File: config.mk
export PLATFORM = sky130hd
export DESIGN_NAME = usb_txn_judge
export DESIGN_NICKNAME = d
export VERILOG_FILES = /design/src/rtl/usbj_pkg.sv /design/src/rtl/usbj_resp_timer.sv /design/src/rtl/usbj_classify.sv /design/src/rtl/usb_txn_judge.sv
export SDC_FILE = /design/constraint.sdc
export NUM_CORES = 1
export LEC_CHECK = 0
export ABC_CLOCK_PERIOD_IN_PS = 1500
export BUFFER_PORTS_ARGS = -buffer_cell sky130_fd_sc_hd__buf_2
export CAP_MARGIN = 20
export CORE_UTILIZATION = 46
export CTS_CLUSTER_DIAMETER = 50
export DETAILED_ROUTE_END_ITERATION = 10
export GPL_TIMING_DRIVEN = 0
export PLACE_DENSITY = 0.73
export SLEW_MARGIN = 20
export SYNTH_ARGS = -nofsm -noshare
export SYNTH_HDL_FRONTEND = slang
export SYNTH_SLANG_ARGS = --single-unit
File: constraint.sdc
create_clock -name clk -period 1.5 [get_ports clk]
set_input_delay 0.225 -clock clk [delete_from_list [all_inputs] [get_ports clk]]
set_output_delay 0.225 -clock clk [all_outputs]
set_load 0.03 [all_outputs]
File: src/rtl/usbj_pkg.sv
package usbj_pkg;

    typedef enum logic [1:0] {
        TXN_SETUP = 2'd0,
        TXN_IN    = 2'd1,
        TXN_OUT   = 2'd2
    } txn_kind_e;

    typedef enum logic [3:0] {
        RES_SUCCESS  = 4'd0,
        RES_BUSY     = 4'd1,
        RES_PKTERR   = 4'd2,
        RES_PIDERR   = 4'd3,
        RES_NAK      = 4'd4,
        RES_STALL    = 4'd5,
        RES_WRONGPID = 4'd6,
        RES_CRCERR   = 4'd7,
        RES_TOGERR   = 4'd8,
        RES_BADLEN   = 4'd9,
        RES_TIMEOUT  = 4'd10
    } res_code_e;

    typedef enum logic [1:0] {
        ST_IDLE,
        ST_HOST_TX,
        ST_WAIT_RSP,
        ST_RECEIVE
    } judge_state_e;

    localparam logic [3:0] PID_ACK   = 4'b0010;
    localparam logic [3:0] PID_NAK   = 4'b1010;
    localparam logic [3:0] PID_STALL = 4'b1110;
    localparam logic [3:0] PID_DATA0 = 4'b0011;
    localparam logic [3:0] PID_DATA1 = 4'b1011;

endpackage

File: src/rtl/usbj_resp_timer.sv
module usbj_resp_timer #(
    parameter int LIMIT = 18
) (
    input  logic clk,
    input  logic rst_n,
    input  logic clear,
    input  logic tick,
    output logic expired
);
    localparam int CW = $clog2(LIMIT + 1);
    localparam logic [CW-1:0] LAST = CW'(LIMIT - 1);

    logic [CW-1:0] cnt;

    always_ff @(posedge clk or negedge rst_n) begin
        if (!rst_n) begin
            cnt <= '0;
        end else if (clear) begin
            cnt <= '0;
        end else if (tick && cnt != LAST) begin
            cnt <= cnt + CW'(1);
        end
    end

    assign expired = tick && (cnt == LAST);

    AST_CNT_BOUND: assert property (@(posedge clk) disable iff (!rst_n)
        cnt <= LAST);

endmodule

File: src/rtl/usbj_classify.sv
module usbj_classify
    import usbj_pkg::*;
#(
    parameter int LEN_W = 11
) (
    input  logic [1:0]       kind,
    input  logic             exp_toggle,
    input  logic [LEN_W-1:0] max_len,
    input  logic [3:0]       pid,
    input  logic             pid_ok,
    input  logic             crc_ok,
    input  logic             frame_err,
    input  logic [LEN_W-1:0] len,
    output logic [3:0]       code,
    output logic             ack,
    output logic             nak_setup
);
    logic is_data;
    logic rx_toggle;

    assign is_data   = (pid == PID_DATA0) || (pid == PID_DATA1);
    assign rx_toggle = (pid == PID_DATA1);

    always_comb begin
        code      = RES_WRONGPID;
        ack       = 1'b0;
        nak_setup = 1'b0;
        if (frame_err) begin
            code = RES_PKTERR;
        end else if (!pid_ok) begin
            code = RES_PIDERR;
        end else if (pid == PID_NAK) begin
            code      = RES_NAK;
            nak_setup = (kind == TXN_SETUP);
        end else if (pid == PID_STALL) begin
            code = RES_STALL;
        end else if (kind == TXN_IN) begin
            if (!is_data) begin
                code = RES_WRONGPID;
            end else if (!crc_ok) begin
                code = RES_CRCERR;
            end else if (len > max_len) begin
                code = RES_BADLEN;
            end else if (rx_toggle != exp_toggle) begin
                code = RES_TOGERR;
                ack  = 1'b1;
            end else begin
                code = RES_SUCCESS;
                ack  = 1'b1;
            end
        end else begin
            code = (pid == PID_ACK) ? RES_SUCCESS : RES_WRONGPID;
        end
    end

endmodule

File: src/rtl/usb_txn_judge.sv
module usb_txn_judge
    import usbj_pkg::*;
#(
    parameter int LEN_W        = 11,
    parameter int TIMEOUT_BITS = 18
) (
    input  logic             clk,
    input  logic             rst_n,
    input  logic             start,
    input  logic [1:0]       txn_kind,
    input  logic             exp_toggle,
    input  logic [LEN_W-1:0] max_len,
    input  logic             host_pkt_end,
    input  logic             bit_tick,
    input  logic             rx_active,
    input  logic             rx_eop,
    input  logic [3:0]       rx_pid,
    input  logic             rx_pid_ok,
    input  logic             rx_crc_ok,
    input  logic             rx_frame_err,
    input  logic [LEN_W-1:0] rx_len,
    output logic [3:0]       result,
    output logic             done,
    output logic             send_ack,
    output logic             nak_on_setup
);
    judge_state_e     state_q, state_d;
    logic [1:0]       kind_q;
    logic             tog_q;
    logic [LEN_W-1:0] max_q;
    logic [3:0]       result_q;
    logic             done_q, ack_q, nak_q;

    logic             tmr_clear, tmr_tick, tmr_expired;
    logic [3:0]       cls_code;
    logic             cls_ack, cls_nak;
    logic             listening, reply_end;

    assign listening = (state_q == ST_WAIT_RSP) || (state_q == ST_RECEIVE);
    assign reply_end = listening && rx_eop;
    assign tmr_clear = (state_q == ST_IDLE) || (state_q == ST_HOST_TX);
    assign tmr_tick  = (state_q == ST_WAIT_RSP) && bit_tick;

    usbj_resp_timer #(.LIMIT(TIMEOUT_BITS)) u_timer (
        .clk     (clk),
        .rst_n   (rst_n),
        .clear   (tmr_clear),
        .tick    (tmr_tick),
        .expired (tmr_expired)
    );

    usbj_classify #(.LEN_W(LEN_W)) u_classify (
        .kind       (kind_q),
        .exp_toggle (tog_q),
        .max_len    (max_q),
        .pid        (rx_pid),
        .pid_ok     (rx_pid_ok),
        .crc_ok     (rx_crc_ok),
        .frame_err  (rx_frame_err),
        .len        (rx_len),
        .code       (cls_code),
        .ack        (cls_ack),
        .nak_setup  (cls_nak)
    );

    // State register
    always_ff @(posedge clk or negedge rst_n) begin
        if (!rst_n) state_q <= ST_IDLE;
        else        state_q <= state_d;
    end

    // Transitions
    always_comb begin
        state_d = state_q;
        unique case (state_q)
            ST_IDLE:     if (start) state_d = ST_HOST_TX;
            ST_HOST_TX:  if (host_pkt_end) state_d = ST_WAIT_RSP;
            ST_WAIT_RSP: begin
                if (rx_eop || tmr_expired) state_d = ST_IDLE;
                else if (rx_active)        state_d = ST_RECEIVE;
            end
            ST_RECEIVE:  if (rx_eop) state_d = ST_IDLE;
        endcase
    end

    // Outputs and latched transaction parameters
    always_ff @(posedge clk or negedge rst_n) begin
        if (!rst_n) begin
            result_q <= RES_SUCCESS;
            done_q   <= 1'b0;
            ack_q    <= 1'b0;
            nak_q    <= 1'b0;
            kind_q   <= TXN_SETUP;
            tog_q    <= 1'b0;
            max_q    <= '0;
        end else begin
            done_q <= 1'b0;
            ack_q  <= 1'b0;
            if (state_q == ST_IDLE && start) begin
                result_q <= RES_BUSY;
                nak_q    <= 1'b0;
                kind_q   <= txn_kind;
                tog_q    <= exp_toggle;
                max_q    <= max_len;
            end else if (reply_end) begin
                result_q <= cls_code;
                done_q   <= 1'b1;
                ack_q    <= cls_ack;
                nak_q    <= cls_nak;
            end else if (state_q == ST_WAIT_RSP && tmr_expired) begin
                result_q <= RES_TIMEOUT;
                done_q   <= 1'b1;
            end
        end
    end

    assign result       = result_q;
    assign done         = done_q;
    assign send_ack     = ack_q;
    assign nak_on_setup = nak_q;

    AST_BUSY_IN_FLIGHT: assert property (@(posedge clk) disable iff (!rst_n)
        (state_q != ST_IDLE) |-> (result_q == RES_BUSY));
    AST_DONE_FINAL: assert property (@(posedge clk) disable iff (!rst_n)
        done_q |-> (result_q != RES_BUSY));
    AST_DONE_PULSE: assert property (@(posedge clk) disable iff (!rst_n)
        done_q |=> !done_q);
    AST_ACK_WITH_DONE: assert property (@(posedge clk) disable iff (!rst_n)
        ack_q |-> (done_q && (result_q == RES_SUCCESS || result_q == RES_TOGERR)));
    AST_NAKSETUP_CODE: assert property (@(posedge clk) disable iff (!rst_n)
        nak_q |-> (result_q == RES_NAK));
    AST_TIMEOUT_FROM_WAIT: assert property (@(posedge clk) disable iff (!rst_n)
        (done_q && result_q == RES_TIMEOUT) |-> ($past(state_q) == ST_WAIT_RSP));

endmodule

* After elaboration in Yosys (flattened, before gate mapping)
Index checks and enable logic that the tools add are counted.
** Storage, ports and cells
- Memories kept :: 0
- Bits in registers :: 28
- Latch bits :: 0
- RAM bits :: 0
- Output and inout bits :: 7
- Bits in read-only memories :: 0
** Operators by class
- Div/mod/pow operators :: 0
- Shift operators :: 0
- Reduce and logical (&&, ||, !) cells :: 16
- Equality and inequality tests :: 16
- Muxes and demuxes :: 39
- Multiply operators :: 0
- Bitwise logic cells :: 0
- Add/subtract/negate cells :: 1
- $lt $le $gt $ge :: 1
** Operators by type and width (count)
- 4-bit 2-to-1 mux :: 12
- 1-bit 2-to-1 mux :: 18
- 4-bit == test (second input constant) :: 3
- 11-bit > comparator :: 1
- 2-bit 2-to-1 mux :: 5
- 5-bit 2-to-1 mux :: 2
- 4-bit by 2-bit == test with 1-bit output (second input constant) :: 2
- 2-bit case mux with 4 select lines :: 1
- 1-bit logical AND :: 6
- 2-bit != test (second input constant) :: 3
- 5-bit by 1-bit adder with 5-bit output (second input constant) :: 1
- 5-bit == test (second input constant) :: 1
- 5-bit != test (second input constant) :: 1
- 2-bit by 1-bit == test with 1-bit output (second input constant) :: 2
- 2-bit == test (second input constant) :: 2
- 2-bit zero test :: 2
- 1-bit logical OR :: 4
- 4-bit AND reduction :: 1
- 2-bit nonzero test :: 2
- 3-bit 2-to-1 mux :: 1
- 3-bit by 2-bit != test with 1-bit output (second input constant) :: 1
- 3-bit nonzero test :: 1
- 1-bit != test :: 1

* Depth between registers and ports, before layout
- Depth in word-level cells :: 13
- Depth in mapped cells :: 7

* Modules after synthesis
From an unflattened synthesis, not the netlist that was laid out.
** Second synthesis, totals
- Cells, all modules :: 188
- Area, all modules :: 1656.6 sq um
** By module, submodules not included
- usb_txn_judge :: sequential area each 575.6 sq um, area an instance 928.4 sq um, times used 1, cells each 97
- usbj_classify :: sequential area each 0.0 sq um, area an instance 449.2 sq um, times used 1, cells each 63
- usbj_resp_timer :: sequential area each 125.1 sq um, area an instance 279.0 sq um, times used 1, cells each 28

* Worst setup path after synthesis
Ideal clock, no wire load.
- Path kind :: reg2reg
- Start point :: register max_q[9]
- End point :: register result_q[3] (netlist: result[3])
- Stages on the path, launching flop included :: 8
- Path slack :: -27 ps
- Path buffers :: 0
- Arrival :: 1386 ps
- Required time :: 1359 ps
- Cell sequence :: dfrtp_1 > inv_1 > ha_1 > a21o_1 > a21oi_1 > o211ai_1 > o21ai_0 > a32oi_1
** Between the ends
- Cells in the longest elaborated chain, start to end :: 11
** Ends and longest elaborated chain
- start: declaration :: RTL line usb_txn_judge.sv:30 : logic [LEN_W-1:0] max_q;
- start signal: assignment :: RTL line usb_txn_judge.sv:104 : max_q <= max_len;
- 11-bit > comparator :: RTL line usbj_classify.sv:42 : end else if (len > max_len) begin
- 4-bit 2-to-1 mux :: RTL line usbj_classify.sv:42
- 4-bit 2-to-1 mux :: RTL line usbj_classify.sv:40 : end else if (!crc_ok) begin
- 4-bit 2-to-1 mux :: RTL line usbj_classify.sv:38 : if (!is_data) begin
- 4-bit 2-to-1 mux :: RTL line usbj_classify.sv:37 : end else if (kind == TXN_IN) begin
- 4-bit 2-to-1 mux :: RTL line usbj_classify.sv:35 : end else if (pid == PID_STALL) begin
- 4-bit 2-to-1 mux :: RTL line usbj_classify.sv:32 : end else if (pid == PID_NAK) begin
- 4-bit 2-to-1 mux :: RTL line usbj_classify.sv:30 : end else if (!pid_ok) begin
- 4-bit 2-to-1 mux :: RTL line usbj_classify.sv:28 : if (frame_err) begin
- 4-bit 2-to-1 mux :: RTL line usb_txn_judge.sv:105 : end else if (reply_end) begin
- 4-bit 2-to-1 mux :: RTL line usb_txn_judge.sv:99 : if (state_q == ST_IDLE && start) begin
- end signal: assignment :: RTL line usb_txn_judge.sv:106 : result_q <= cls_code;
- end: declaration :: RTL line usb_txn_judge.sv:31 : logic [3:0] result_q;
No other way between the ends.
A chain may end at the register's enable or synchronous reset.

* Worst setup path in the final report
- Start point :: register max_q[7]
- End point :: register result_q[3] (netlist: result[3])
Same word-level chain as after synthesis.

==> impl_metrics.env <==
export IMPL_outcome="complete, but fails checks"
export IMPL_violations="setup timing"
export IMPL_min_path_type="in2reg"
export IMPL_pwr_density_cell_nw_per_um2=1533
export IMPL_worstMarginPinSlew_ps=606.1
export IMPL_path_class="reg2reg"
export IMPL_setup_ws_ps=-92.31
export IMPL_maxCapViolCount=0
export IMPL_r2r_end="result[3]$_DFFE_PN0P_"
export IMPL_synth_edf_count=0
export IMPL_crit_arrival_ps=1850
export IMPL_wl_per_cell_microns=13.69
export IMPL_drive_above_1_share_pct=38.46
export IMPL_rsz0062_at_grt="yes"
export IMPL_ff2ff_path_depth=6
export IMPL_slew_viol_final=0
export IMPL_die_x_microns=59.89
export IMPL_cts_buffer_depth=2
export IMPL_cp_end_kind="flip-flop"
export IMPL_stdcell_area_sq_um=2043
export IMPL_drt_iter0_markers=74
export IMPL_diodes=0
export IMPL_insertion_delay_ps=340
export IMPL_finalSetupTns_ps=-242.5
export IMPL_power_frac_comb_pct=50.1
export IMPL_grt_overflow_total=0
export IMPL_postPlaceCellArea_sq_um=1822
export IMPL_hpwl_microns=2519
export IMPL_period_share_pct=106.2
export IMPL_core_sq_um=3128
export IMPL_pwr_share_seq_pct=38.1
export IMPL_syn_to_final_growth_pct=32.55
export IMPL_syn_inst=164
export IMPL_intPower_w=0.001864
export IMPL_p_clk_share_pct=11.9
export IMPL_required_ps=1760
export IMPL_start_util_pct=49.28
export IMPL_p_sw_w=0.001269
export IMPL_via_per_inst=5.242
export IMPL_p_leak_nw=0.9878
export IMPL_syn_area_sq_um=1541
export IMPL_async_flop_share_pct=100.0
export IMPL_relSlewSlack_pct=59.59
export IMPL_fin_nets=274
export IMPL_grtUsageTotal_pct=21.11
export IMPL_synth_largest_area_cell="dfrtp_1"
export IMPL_p_sw_share_pct=40.50
export IMPL_max_freq_mhz=628.0
export IMPL_r2r_slack_ps=-90
export IMPL_finalWirelength_microns=3628
export IMPL_ys_seq_area_share_pct=45.45
export IMPL_r2r_start="max_q[7]$_DFFE_PN0P_"
export IMPL_drt_first_pass_iters=4
export IMPL_grt_max_degree=29
export IMPL_ys_warn_count=0
export IMPL_period_minus_slack_ps=1592
export IMPL_syn_area_per_cell_sq_um=9.399
export IMPL_cts_root_buf="clkbuf_4"
export IMPL_cts_tree="built"
export IMPL_drc=0
export IMPL_cts_sinks=28
export IMPL_whs_ps=81.15
export IMPL_min_from="max_len[8]"
export IMPL_routabilityCongestion=0.7556
export IMPL_setup_viol=3
export IMPL_die_area_sq_um=3587
export IMPL_port_buffers=45
export IMPL_ir_worst_vdd_mv=0.6367
export IMPL_clk_pin_slew_ps=150
export IMPL_final_util_pct=65.32
export IMPL_synthTopCellsByArea="dfrtp_1, ha_1, nand2_1"
export IMPL_grt_pass1_vias=1323
export IMPL_die_y_microns=59.89
export IMPL_dp_slack_ps=-180.9
export IMPL_crit_path_max_fanout=3
export IMPL_synthFlopType="dfrtp_1"
export IMPL_skew_ps=11.76
export IMPL_h_tree_depth=1
export IMPL_vias=1389
export IMPL_ys_ff_latch=28
export IMPL_synth_distinct_cells=36
export IMPL_io_pins=46
export IMPL_synth_top_cell_area_share_pct=45.45
export IMPL_min_delay_path_depth=3
export IMPL_postSynthNetCount=216
export IMPL_grt_pass1_wl_microns=5602
export IMPL_rows=20
export IMPL_ant_nets=0
export IMPL_numCtsBuffers=3
export IMPL_hold_violations=0
export IMPL_antenna_found_initial=0
export IMPL_hold_end="max_q[8]$_DFFE_PN0P_"
export IMPL_setup_worst_path_start="max_q[7]$_DFFE_PN0P_"
export IMPL_worst_setup_path_start_kind="flip-flop"
power by group through the flow:
stage | sequential, W | combinational (W) | clock, W
final | 0.00119 | 0.00157 | 0.000372
after global routing | 0.00123 | 0.00175 | 0.000406
after CTS | 0.00120 | 0.00134 | 0.000378
after detailed placement | 0.00121 | 0.00120 | 0
after global placement | 0.00119 | 0.00114 | 0
after floorplan | 0.00126 | 0.000789 | 0
synthesized netlist by cell type (2+ instances only):
| cell type | n |
|---|---|
| or3_1 | 2 |
| a21o_1 | 2 |
| nand4_1 | 2 |
| ha_1 | 13 |
| nand3b_1 | 4 |
| a21oi_1 | 12 |
| o22ai_1 | 2 |
| mux2_2 | 4 |
| mux2i_1 | 2 |
| nor4_1 | 2 |
| dfrtp_1 | 28 |
| nand3_1 | 5 |
| buf_2 | 2 |
| nor2b_1 | 5 |
| nand2_1 | 19 |
| xnor2_1 | 2 |
| nor2_1 | 10 |
| o21ai_0 | 14 |
| and2_1 | 2 |
| inv_1 | 15 |
| xor2_1 | 2 |
flip-flops by register name, indices dropped and copies added, names as in the netlist:
signal        flops
max_q            11
nak_on_setup      1
kind_q            2
tog_q             1
send_ack          1
state_q           2
result            4
u_timer.cnt       5
done              1
worst max-delay path by stage:
stage | to
finish | result[3]$_DFFE_PN0P_
detailed placement | result[3]$_DFFE_PN0P_
global placement | result[3]$_DFFE_PN0P_
floorplan | result[3]$_DFFE_PN0P_
CTS | result[3]$_DFFE_PN0P_
global route | result[3]$_DFFE_PN0P_
critical path, cell delays in order, from the launching register on:
cell and delay [ps]:
dfrtp_1 360, inv_1 50, ha_1 300, nand3_1 220
o211ai_1 300, o21ai_2 110, a32oi_1 180
cell type report:
cell class                 instances  area (sq um)
tap                               44         55.05
sequential                        28         700.7
clock buffer                       4         36.28
inverter                          16         60.06
fill                             271          1085
multi-input combinational        117         875.8
timing repair buffer              53         300.3
buffer                             3         15.01
metrics by stage:
step,power (W),cells
after detailed placement,0.002401,253
final,0.003133,265
after global routing,0.003382,265
after global placement,0.002328,253
after floorplan,0.002045,164
after CTS,0.002915,260
routing by layer:
metal	wire [microns]	vias to the layer above	track usage, %
met1	1630	676	27.02
met3	124	5	1.948
met5	0	-	0
met2	1820	32	36.35
li1	-	676	-
met4	53	0	8.970
kinds of logic (layout without fill, tap and decap cells):
kind of cell | Yosys count | in the layout | share of synthesized area [%]
flops | 28 | 28 | 45.45
xor+xnor | 4 | 4 | 2.273
fa+ha+maj | 13 | 13 | 10.55
compound gates | 35 | 35 | 12.58
simple gates | 59 | 59 | 20.05
buf+inv | 19 | 76 | 4.869
mux | 6 | 6 | 4.221
placed cells by master (no fill, tap or decap), types with 3 or more instances in the layout:
| cell type | count |
|---|---|
| clkbuf_4 | 3 |
| nor2b_1 | 3 |
| o21ai_0 | 13 |
| inv_2 | 3 |
| a21oi_1 | 9 |
| a21oi_2 | 3 |
| buf_4 | 6 |
| inv_1 | 13 |
| nor2_1 | 8 |
| nand2_1 | 19 |
| nand3_1 | 4 |
| dfrtp_1 | 28 |
| nand3b_1 | 4 |
| ha_1 | 9 |
| mux2_2 | 4 |
| buf_2 | 47 |
| ha_4 | 4 |
repair_timing:
action | 4_1_cts | 5_1_grt
setup endpoints to repair | 19 | 6
gates resized for setup | 9 | 11
endpoints found under the hold margin | 28 | 0
buffers inserted | 2 | 5
cloned | 0 | 0
pin swaps | 8 | 5
hold buffers | 1 | 0
Note: power is estimated with default switching activity, not from simulation.
